==> src/rtl/lsfmt_pkg.sv <==
// Package: shared widths and access-size encoding for the load-store formatter.
// Assumes a memory word of LANES byte lanes, each BYTE_W bits wide.
package lsfmt_pkg;
    localparam int BYTE_W  = 8;
    localparam int LANES   = 4;
    localparam int WORD_W  = BYTE_W * LANES;
    localparam int OFS_W   = $clog2(LANES);
    localparam int HALF_W  = 2 * BYTE_W;

    // Access size; the fourth code is treated as a full word.
    typedef enum logic [1:0] {
        SZ_BYTE = 2'b00,
        SZ_HALF = 2'b01,
        SZ_WORD = 2'b10,
        SZ_RSVD = 2'b11
    } acc_size_t;
endpackage

==> src/rtl/lsfmt_lane_sel.sv <==
// Module: lsfmt_lane_sel
// Maps an address offset and the endianness select to physical lane choices:
// the lane of an addressed byte, which half holds an addressed halfword, and
// the right-rotate amount (in bytes) that brings the addressed byte to the
// register's low lane (little-endian) or high lane (big-endian).
// Assumes a power-of-two lane count.
module lsfmt_lane_sel
    import lsfmt_pkg::*;
(
    input  logic [OFS_W-1:0] addr_lo,
    input  logic             big_endian,
    output logic [OFS_W-1:0] byte_lane,
    output logic             half_upper,
    output logic [OFS_W-1:0] rot_amt
);
    // Byte lane: offset directly, or mirrored for big-endian.
    always_comb begin
        byte_lane = big_endian ? ~addr_lo : addr_lo;
    end

    // Halfword half: the offset's upper bit, flipped by big-endian order.
    always_comb begin
        half_upper = addr_lo[OFS_W-1] ^ big_endian;
    end

    // Rotate amount: right by offset, or right by negated offset (left rotate).
    always_comb begin
        rot_amt = big_endian ? (OFS_W'(0) - addr_lo) : addr_lo;
    end
endmodule

==> src/rtl/lsfmt_load.sv <==
// Module: lsfmt_load
// Turns a word read from memory into a register value: byte and halfword
// extraction with zero or sign extension, and rotated unaligned words.
// Assumes lane choices come from lsfmt_lane_sel.
module lsfmt_load
    import lsfmt_pkg::*;
(
    input  logic [WORD_W-1:0] ld_word,
    input  acc_size_t         acc_size,
    input  logic              sign_ext,
    input  logic              big_endian,
    input  logic [OFS_W-1:0]  byte_lane,
    input  logic              half_upper,
    input  logic [OFS_W-1:0]  rot_amt,
    output logic [WORD_W-1:0] ld_result
);
    logic [2*WORD_W-1:0] doubled;
    logic [WORD_W-1:0]   rotated;
    logic [BYTE_W-1:0]   pick_byte;
    logic [HALF_W-1:0]   pick_half;
    logic [BYTE_W-1:0]   lane_bytes [LANES];

    // Split the memory word into lanes.
    for (genvar g = 0; g < LANES; g++) begin : g_lane
        assign lane_bytes[g] = ld_word[g*BYTE_W +: BYTE_W];
    end

    // Rotate right by whole bytes using a doubled word.
    always_comb begin
        doubled = {ld_word, ld_word};
        rotated = doubled[rot_amt*BYTE_W +: WORD_W];
    end

    // Select the addressed byte and halfword.
    always_comb begin
        pick_byte = lane_bytes[byte_lane];
        pick_half = half_upper ? ld_word[WORD_W-1 -: HALF_W] : ld_word[HALF_W-1:0];
    end

    // Extend narrow values or pass the rotated word.
    always_comb begin
        unique case (acc_size)
            SZ_BYTE: ld_result = {{(WORD_W-BYTE_W){sign_ext & pick_byte[BYTE_W-1]}}, pick_byte};
            SZ_HALF: ld_result = {{(WORD_W-HALF_W){sign_ext & pick_half[HALF_W-1]}}, pick_half};
            default: ld_result = rotated;
        endcase
    end

    // Cross-check the byte path against the independent rotate path.
    always_comb begin
        if (acc_size == SZ_BYTE) begin

            byte_via_rotate_chk: assert (ld_result[BYTE_W-1:0] ==
                (big_endian ? rotated[WORD_W-1 -: BYTE_W] : rotated[BYTE_W-1:0]))
                else $error("byte lane disagrees with rotate path");
        end
    end

    // Sign-extended narrow loads must have uniform upper bits.
    always_comb begin
        if (acc_size == SZ_BYTE && sign_ext) begin

            byte_sext_chk: assert (ld_result[WORD_W-1:BYTE_W] == '0 ||
                                   ld_result[WORD_W-1:BYTE_W-1] == '1)
                else $error("byte sign extension broken");
        end
        if (acc_size == SZ_HALF && !sign_ext) begin

            half_zext_chk: assert (ld_result[WORD_W-1:HALF_W] == '0)
                else $error("halfword zero fill broken");
        end
    end
endmodule

==> src/rtl/lsfmt_store.sv <==
// Module: lsfmt_store
// Places a register value on the memory write lanes and forms the byte
// enables. Narrow data is replicated on every lane; enables pick the lanes.
// Assumes lane choices come from lsfmt_lane_sel.
module lsfmt_store
    import lsfmt_pkg::*;
(
    input  logic [WORD_W-1:0] st_reg,
    input  acc_size_t         acc_size,
    input  logic [OFS_W-1:0]  byte_lane,
    input  logic              half_upper,
    output logic [WORD_W-1:0] st_data,
    output logic [LANES-1:0]  st_byte_en
);
    // Per-lane data: replicated byte, replicated halfword, or straight word.
    for (genvar g = 0; g < LANES; g++) begin : g_wlane
        always_comb begin
            unique case (acc_size)
                SZ_BYTE: st_data[g*BYTE_W +: BYTE_W] = st_reg[BYTE_W-1:0];
                SZ_HALF: st_data[g*BYTE_W +: BYTE_W] = st_reg[(g%2)*BYTE_W +: BYTE_W];
                default: st_data[g*BYTE_W +: BYTE_W] = st_reg[g*BYTE_W +: BYTE_W];
            endcase
        end
    end

    // Enables: one lane, one half, or every lane.
    always_comb begin
        unique case (acc_size)
            SZ_BYTE: st_byte_en = LANES'(1) << byte_lane;
            SZ_HALF: st_byte_en = half_upper ? {2'b11, {(LANES-2){1'b0}}}
                                             : {{(LANES-2){1'b0}}, 2'b11};
            default: st_byte_en = '1;
        endcase
    end

    // Enable counts per size, and enabled byte lanes carry the register byte.
    always_comb begin
        if (acc_size == SZ_BYTE) begin

            byte_en_onehot_chk: assert ($countones(st_byte_en) == 1)
                else $error("byte store enables not one-hot");

            byte_lane_data_chk: assert (st_data[byte_lane*BYTE_W +: BYTE_W] == st_reg[BYTE_W-1:0])
                else $error("byte store lane data wrong");
        end
        if (acc_size == SZ_HALF) begin

            half_en_count_chk: assert ($countones(st_byte_en) == 2)
                else $error("halfword store enable count wrong");
        end
        if (acc_size == SZ_WORD || acc_size == SZ_RSVD) begin

            word_en_all_chk: assert (st_byte_en == '1 && st_data == st_reg)
                else $error("word store not pass-through");
        end
    end
endmodule

==> src/rtl/lsfmt_top.sv <==
// Module: lsfmt_top
// Load-store data alignment formatter. Combinational; the load and store
// paths share the size, offset and endianness controls.
// Assumes ld_word was read from the word-aligned address.
module lsfmt_top
    import lsfmt_pkg::*;
(
    input  logic [31:0] ld_word,
    input  logic [1:0]  addr_lo,
    input  logic [1:0]  acc_size,
    input  logic        sign_ext,
    input  logic        big_endian,
    input  logic [31:0] st_reg,
    output logic [31:0] ld_result,
    output logic [31:0] st_data,
    output logic [3:0]  st_byte_en
);
    logic [OFS_W-1:0] byte_lane;
    logic             half_upper;
    logic [OFS_W-1:0] rot_amt;
    acc_size_t        size_e;

    // Cast the raw size code to the shared enum.
    always_comb begin
        size_e = acc_size_t'(acc_size);
    end

    lsfmt_lane_sel u_lane (
        .addr_lo    (addr_lo),
        .big_endian (big_endian),
        .byte_lane  (byte_lane),
        .half_upper (half_upper),
        .rot_amt    (rot_amt)
    );

    lsfmt_load u_load (
        .ld_word    (ld_word),
        .acc_size   (size_e),
        .sign_ext   (sign_ext),
        .big_endian (big_endian),
        .byte_lane  (byte_lane),
        .half_upper (half_upper),
        .rot_amt    (rot_amt),
        .ld_result  (ld_result)
    );

    lsfmt_store u_store (
        .st_reg     (st_reg),
        .acc_size   (size_e),
        .byte_lane  (byte_lane),
        .half_upper (half_upper),
        .st_data    (st_data),
        .st_byte_en (st_byte_en)
    );
endmodule

==> config.mk <==
export PLATFORM = sky130hd
export DESIGN_NAME = lsfmt_top
export DESIGN_NICKNAME = d
export VERILOG_FILES = /design/src/rtl/lsfmt_pkg.sv /design/src/rtl/lsfmt_lane_sel.sv /design/src/rtl/lsfmt_load.sv /design/src/rtl/lsfmt_store.sv /design/src/rtl/lsfmt_top.sv
export SDC_FILE = /design/constraint.sdc
export NUM_CORES = 1
export LEC_CHECK = 0
export BUFFER_PORTS_ARGS = -buffer_cell sky130_fd_sc_hd__buf_2
export CORE_MARGIN = 5
export CORE_UTILIZATION = 30
export DETAILED_ROUTE_END_ITERATION = 8
export GPL_TIMING_DRIVEN = 0
export RECOVER_POWER = 25
export SLEW_MARGIN = 10
export SYNTH_ARGS = -nofsm -noshare
export SYNTH_HDL_FRONTEND = slang
export SYNTH_SLANG_ARGS = --single-unit
==> constraint.sdc <==
create_clock -name vclk -period 1.51
set_clock_uncertainty 0.2 [all_clocks]
set_input_delay 0.0755 -clock vclk [all_inputs]
set_output_delay 0.0755 -clock vclk [all_outputs]
set_load 0.005 [all_outputs]
Word-level counts from Yosys, hierarchy flattened. Index checks and enable logic that the tools add are counted.

$lt $le $gt $ge: 1. Bitwise logic cells: 5. Equal/unequal tests: 1. Shifts and indexed selects: 2. Add/subtract/negate cells: 1. Muxes and demuxes: 12. Reductions and logical operators: 2.

Operators by type and width (count): $pmux 32 s2 (1); $shiftx 64x6->32 (1); $mux 8 (4); $bmux 8 s2 (1); $mux 16 (1); $pmux 8 s2 (1); $pmux 4 s2 (1); $mux 2 (2); $mux 4 (1); $shl 1x2->4 const A (1); $ge 3x3->1 const B (1); $not 2->3 (1); $and 1x1->1 (2); $eq 2x1->1 const B (1); $logic_not 2->1 (1); $not 2->2 (1); $reduce_or 2->1 (1); $sub 1x2->2 const A (1); $xor 1x1->1 (1).

Flip-flop bits (word level): 0. Input bits: 70.

Depth between registers and ports, before layout.
Word-level depth: 8. Gate-level depth with buffers: 8. Gate-level depth less buffers: 4.

Hierarchy. A second synthesis with hierarchy kept.

Cells, all modules: 242. Area, all modules: 2303.5 um2.

By module, submodules not included: lsfmt_load (times used 1, cells an instance 173, area each 1730.4 um2); lsfmt_store (times used 1, cells an instance 63, area each 525.5 um2); lsfmt_lane_sel (times used 1, cells an instance 6, area each 47.5 um2).

Least setup slack after synthesis. Ideal clock, no wire load.

Path type: input-to-output. Start: in addr_lo[0]. End: out ld_result[10]. Path buffers: 1. Setup slack: -134 ps. Data arrival time: 1369 ps. Cell stages on the path: 5. Cell sequence: buf_6 -> xor2_1 -> mux4_1 -> nand3_1 -> o221ai_1.

Cells in the longest elaborated chain, start to end: 8. Elaborated cells between the ends (all ways): 11.

RTL lines: start, declared (RTL line lsfmt_top.sv:9) `input logic [1:0] addr_lo,`; branches (longest 7 deep; another with $sub 1x2->2); $pmux 32 s2 (*) (RTL line lsfmt_load.sv:42) `unique case (acc_size)`; end, declared (RTL line lsfmt_top.sv:14) `output logic [31:0] ld_result,`.

Every way passes the cells marked *. The select of a mux whose other input is x is not followed.

Final worst setup path.
Start: in addr_lo[0]. End: out ld_result[18].

The elaborated chain is that of the path after synthesis.

==> run metrics <==
worst hold path type primary input to output pin; initial drt markers 129; DRT Pass-1 Iters 4; largest net degree at the start of global routing 11; Peak Freq 578.4 MHz; maximum vdd drop 0.1548 mV; initial core utilization 30.61%; Die X 93.03 um; via count 2823; initial antenna violation count 0; hold_buf cts 0; layout cells sized above 1 63.82%; Critical Path End Type output pin; Mapped Nets 348; drc violations 0; Yosys top cell by area mux2i_1; total grt overflow 0; Final #Nets 506; top-count cell post-synth mux2i_1; Placed Area 2874 um^2; Design Power 1426 uW; fin area 3465 um^2; Final setup viols 32; area of the multi-input gates 2136 um^2; Final min period 1.729 ns; HPWL after DPL 7160 um; critical path class primary input to output pin; Avg WL per Cell 19.07 um; Die Height 93.03 um; CP Data Arrival Time 1.45 ns; GP Congestion 0.8416; top-area cell type share of the netlist area 19.36%; average cell area after synthesis 7.440 um^2; final cell count without fillers 514; gr usage total 21.19%; vias in the first global route 2988; final hold violation count 0; Synth cell types 35; port bufs 136; core footprint 6756 um^2; largest cells by area after synthesis mux2i_1 (19%), mux2_2 (14%), nor2b_1 (7.6%); CP Max Fanout 10; Util after Layout 51.28%; post-synthesis sequential area ratio 0%; Site Rows 30; # IOs 138; first-pass GRT wire length 14840 um; clk_buf instances 0; Post-Syn Area 2068 um^2; Vias/cell 5.492; top post-synthesis cells by count mux2i_1 (40), nor2_1 (35), mux2_2 (25), nor2b_1 (25), o21ai_0 (24); Post-DRT Antenna Nets 0; routed wire length 9800 um; failing checks negative setup slack; area grow syn2layout 67.51%; Max-slew headroom 67.75%; P per Cell Area 411.5 nW/um^2; flip-flop and latch count 0; die area 8655 um^2; ant diodes 0; worst hold slack 0.2291 ns; Setup WS post-layout -0.2190 ns; Slew Limit Fails 0; Synth Warn # 0; LEAKAGE 0.001652 uW; total of max-cap violations 0; register area 0 um^2; cell count after synthesis 278; CP startpoint kind primary input; # fillers 693; final worst-path cycle share 114.5%; status finished with violations; Worst EP required 1.23 ns; unrepaired setup endpoints after global routing true; Worst Max-Slew Pin Slew 0.4837 ns; placed insts 494
[area by class of cell]
class / instances / area share [%]
tap: 80 / 2.889
timing repair buffer: 158 / 25.89
multi-input combinational: 232 / 61.65
inverter: 10 / 1.083
buffer: 34 / 8.487
[cell usage in the layout, fill, tap and decap left out, types with 2 or more instances in the layout]
cell type	netlist	layout
buf_6	6	7
buf_12	0	8
clkbuf_2	0	7
o221ai_2	1	9
o211a_1	7	7
inv_1	10	10
clkbuf_1	13	10
nor2b_1	25	25
mux2_2	25	25
o22ai_2	9	14
a211oi_1	7	7
buf_4	10	23
nand2b_1	4	2
mux2i_4	0	7
o21ai_0	24	24
clkbuf_4	0	5
nor2_2	2	8
buf_2	4	130
nor2_1	35	26
nand2_1	9	9
mux2i_1	40	31
mux2i_2	0	2
nor2_4	0	3
nand2b_2	0	2
mux2_4	2	2
a31o_2	7	7
a221oi_2	0	7
o21bai_1	2	2
[power by group]
group          leakage [uW]  internal (uW)  switching, uW
clock                     0              0              0
combinational       0.00165            731            695
sequential                0              0              0
[critical path, stage by stage]
cell	delay [ns]
buf_12	0.12
and3b_2	0.26
or2_1	0.25
buf_6	0.14
buf_8	0.14
o211a_1	0.23
o22ai_2	0.10
buf_2	0.14
[repair_timing]
action	in CTS	in global routing
buffers inserted	12	9
pin swaps	12	8
endpoints found under the setup margin	60	52
endpoints found under the hold margin	0	0
gates cloned	0	1
resized for setup	77	21
[cells by family (layout without fill, tap and decap cells)]
logic type / after synthesis / in the layout / synth area share [%]
AO/OA/AOI/OAI: 83 / 83 / 31.88
XOR/XNOR: 2 / 2 / 1.210
multiplexers: 68 / 68 / 35.69
buffers and inverters: 46 / 202 / 12.58
AND/OR/NAND/NOR: 79 / 79 / 18.63
[per-layer routing]
metal	GRT usage, %	up-vias	part of all wire (%)
li1	-	1338	-
met1	24.12	1328	38
met2	39.71	144	52
met3	4.988	13	9.1
met4	4.762	0	1.1
met5	0	-	0
[final timing paths]
kind | start | end | slack [ns] | depth (start not counted)
min | st_reg[29] | st_data[29] | 0.23 | 4
max | addr_lo[0] | ld_result[18] | -0.22 | 8
[per-stage QoR]
stage                       TNS, ns  setup slack [ns]
after global placement       -21.66           -0.5561
after detailed placement     -22.02           -0.5550
after global routing         -6.810           -0.2575
final                        -5.275           -0.2190
after floorplan           -0.002506         -0.002506
after CTS                    -5.245           -0.2412
No activity file was read; power rests on OpenSTA's default activity.
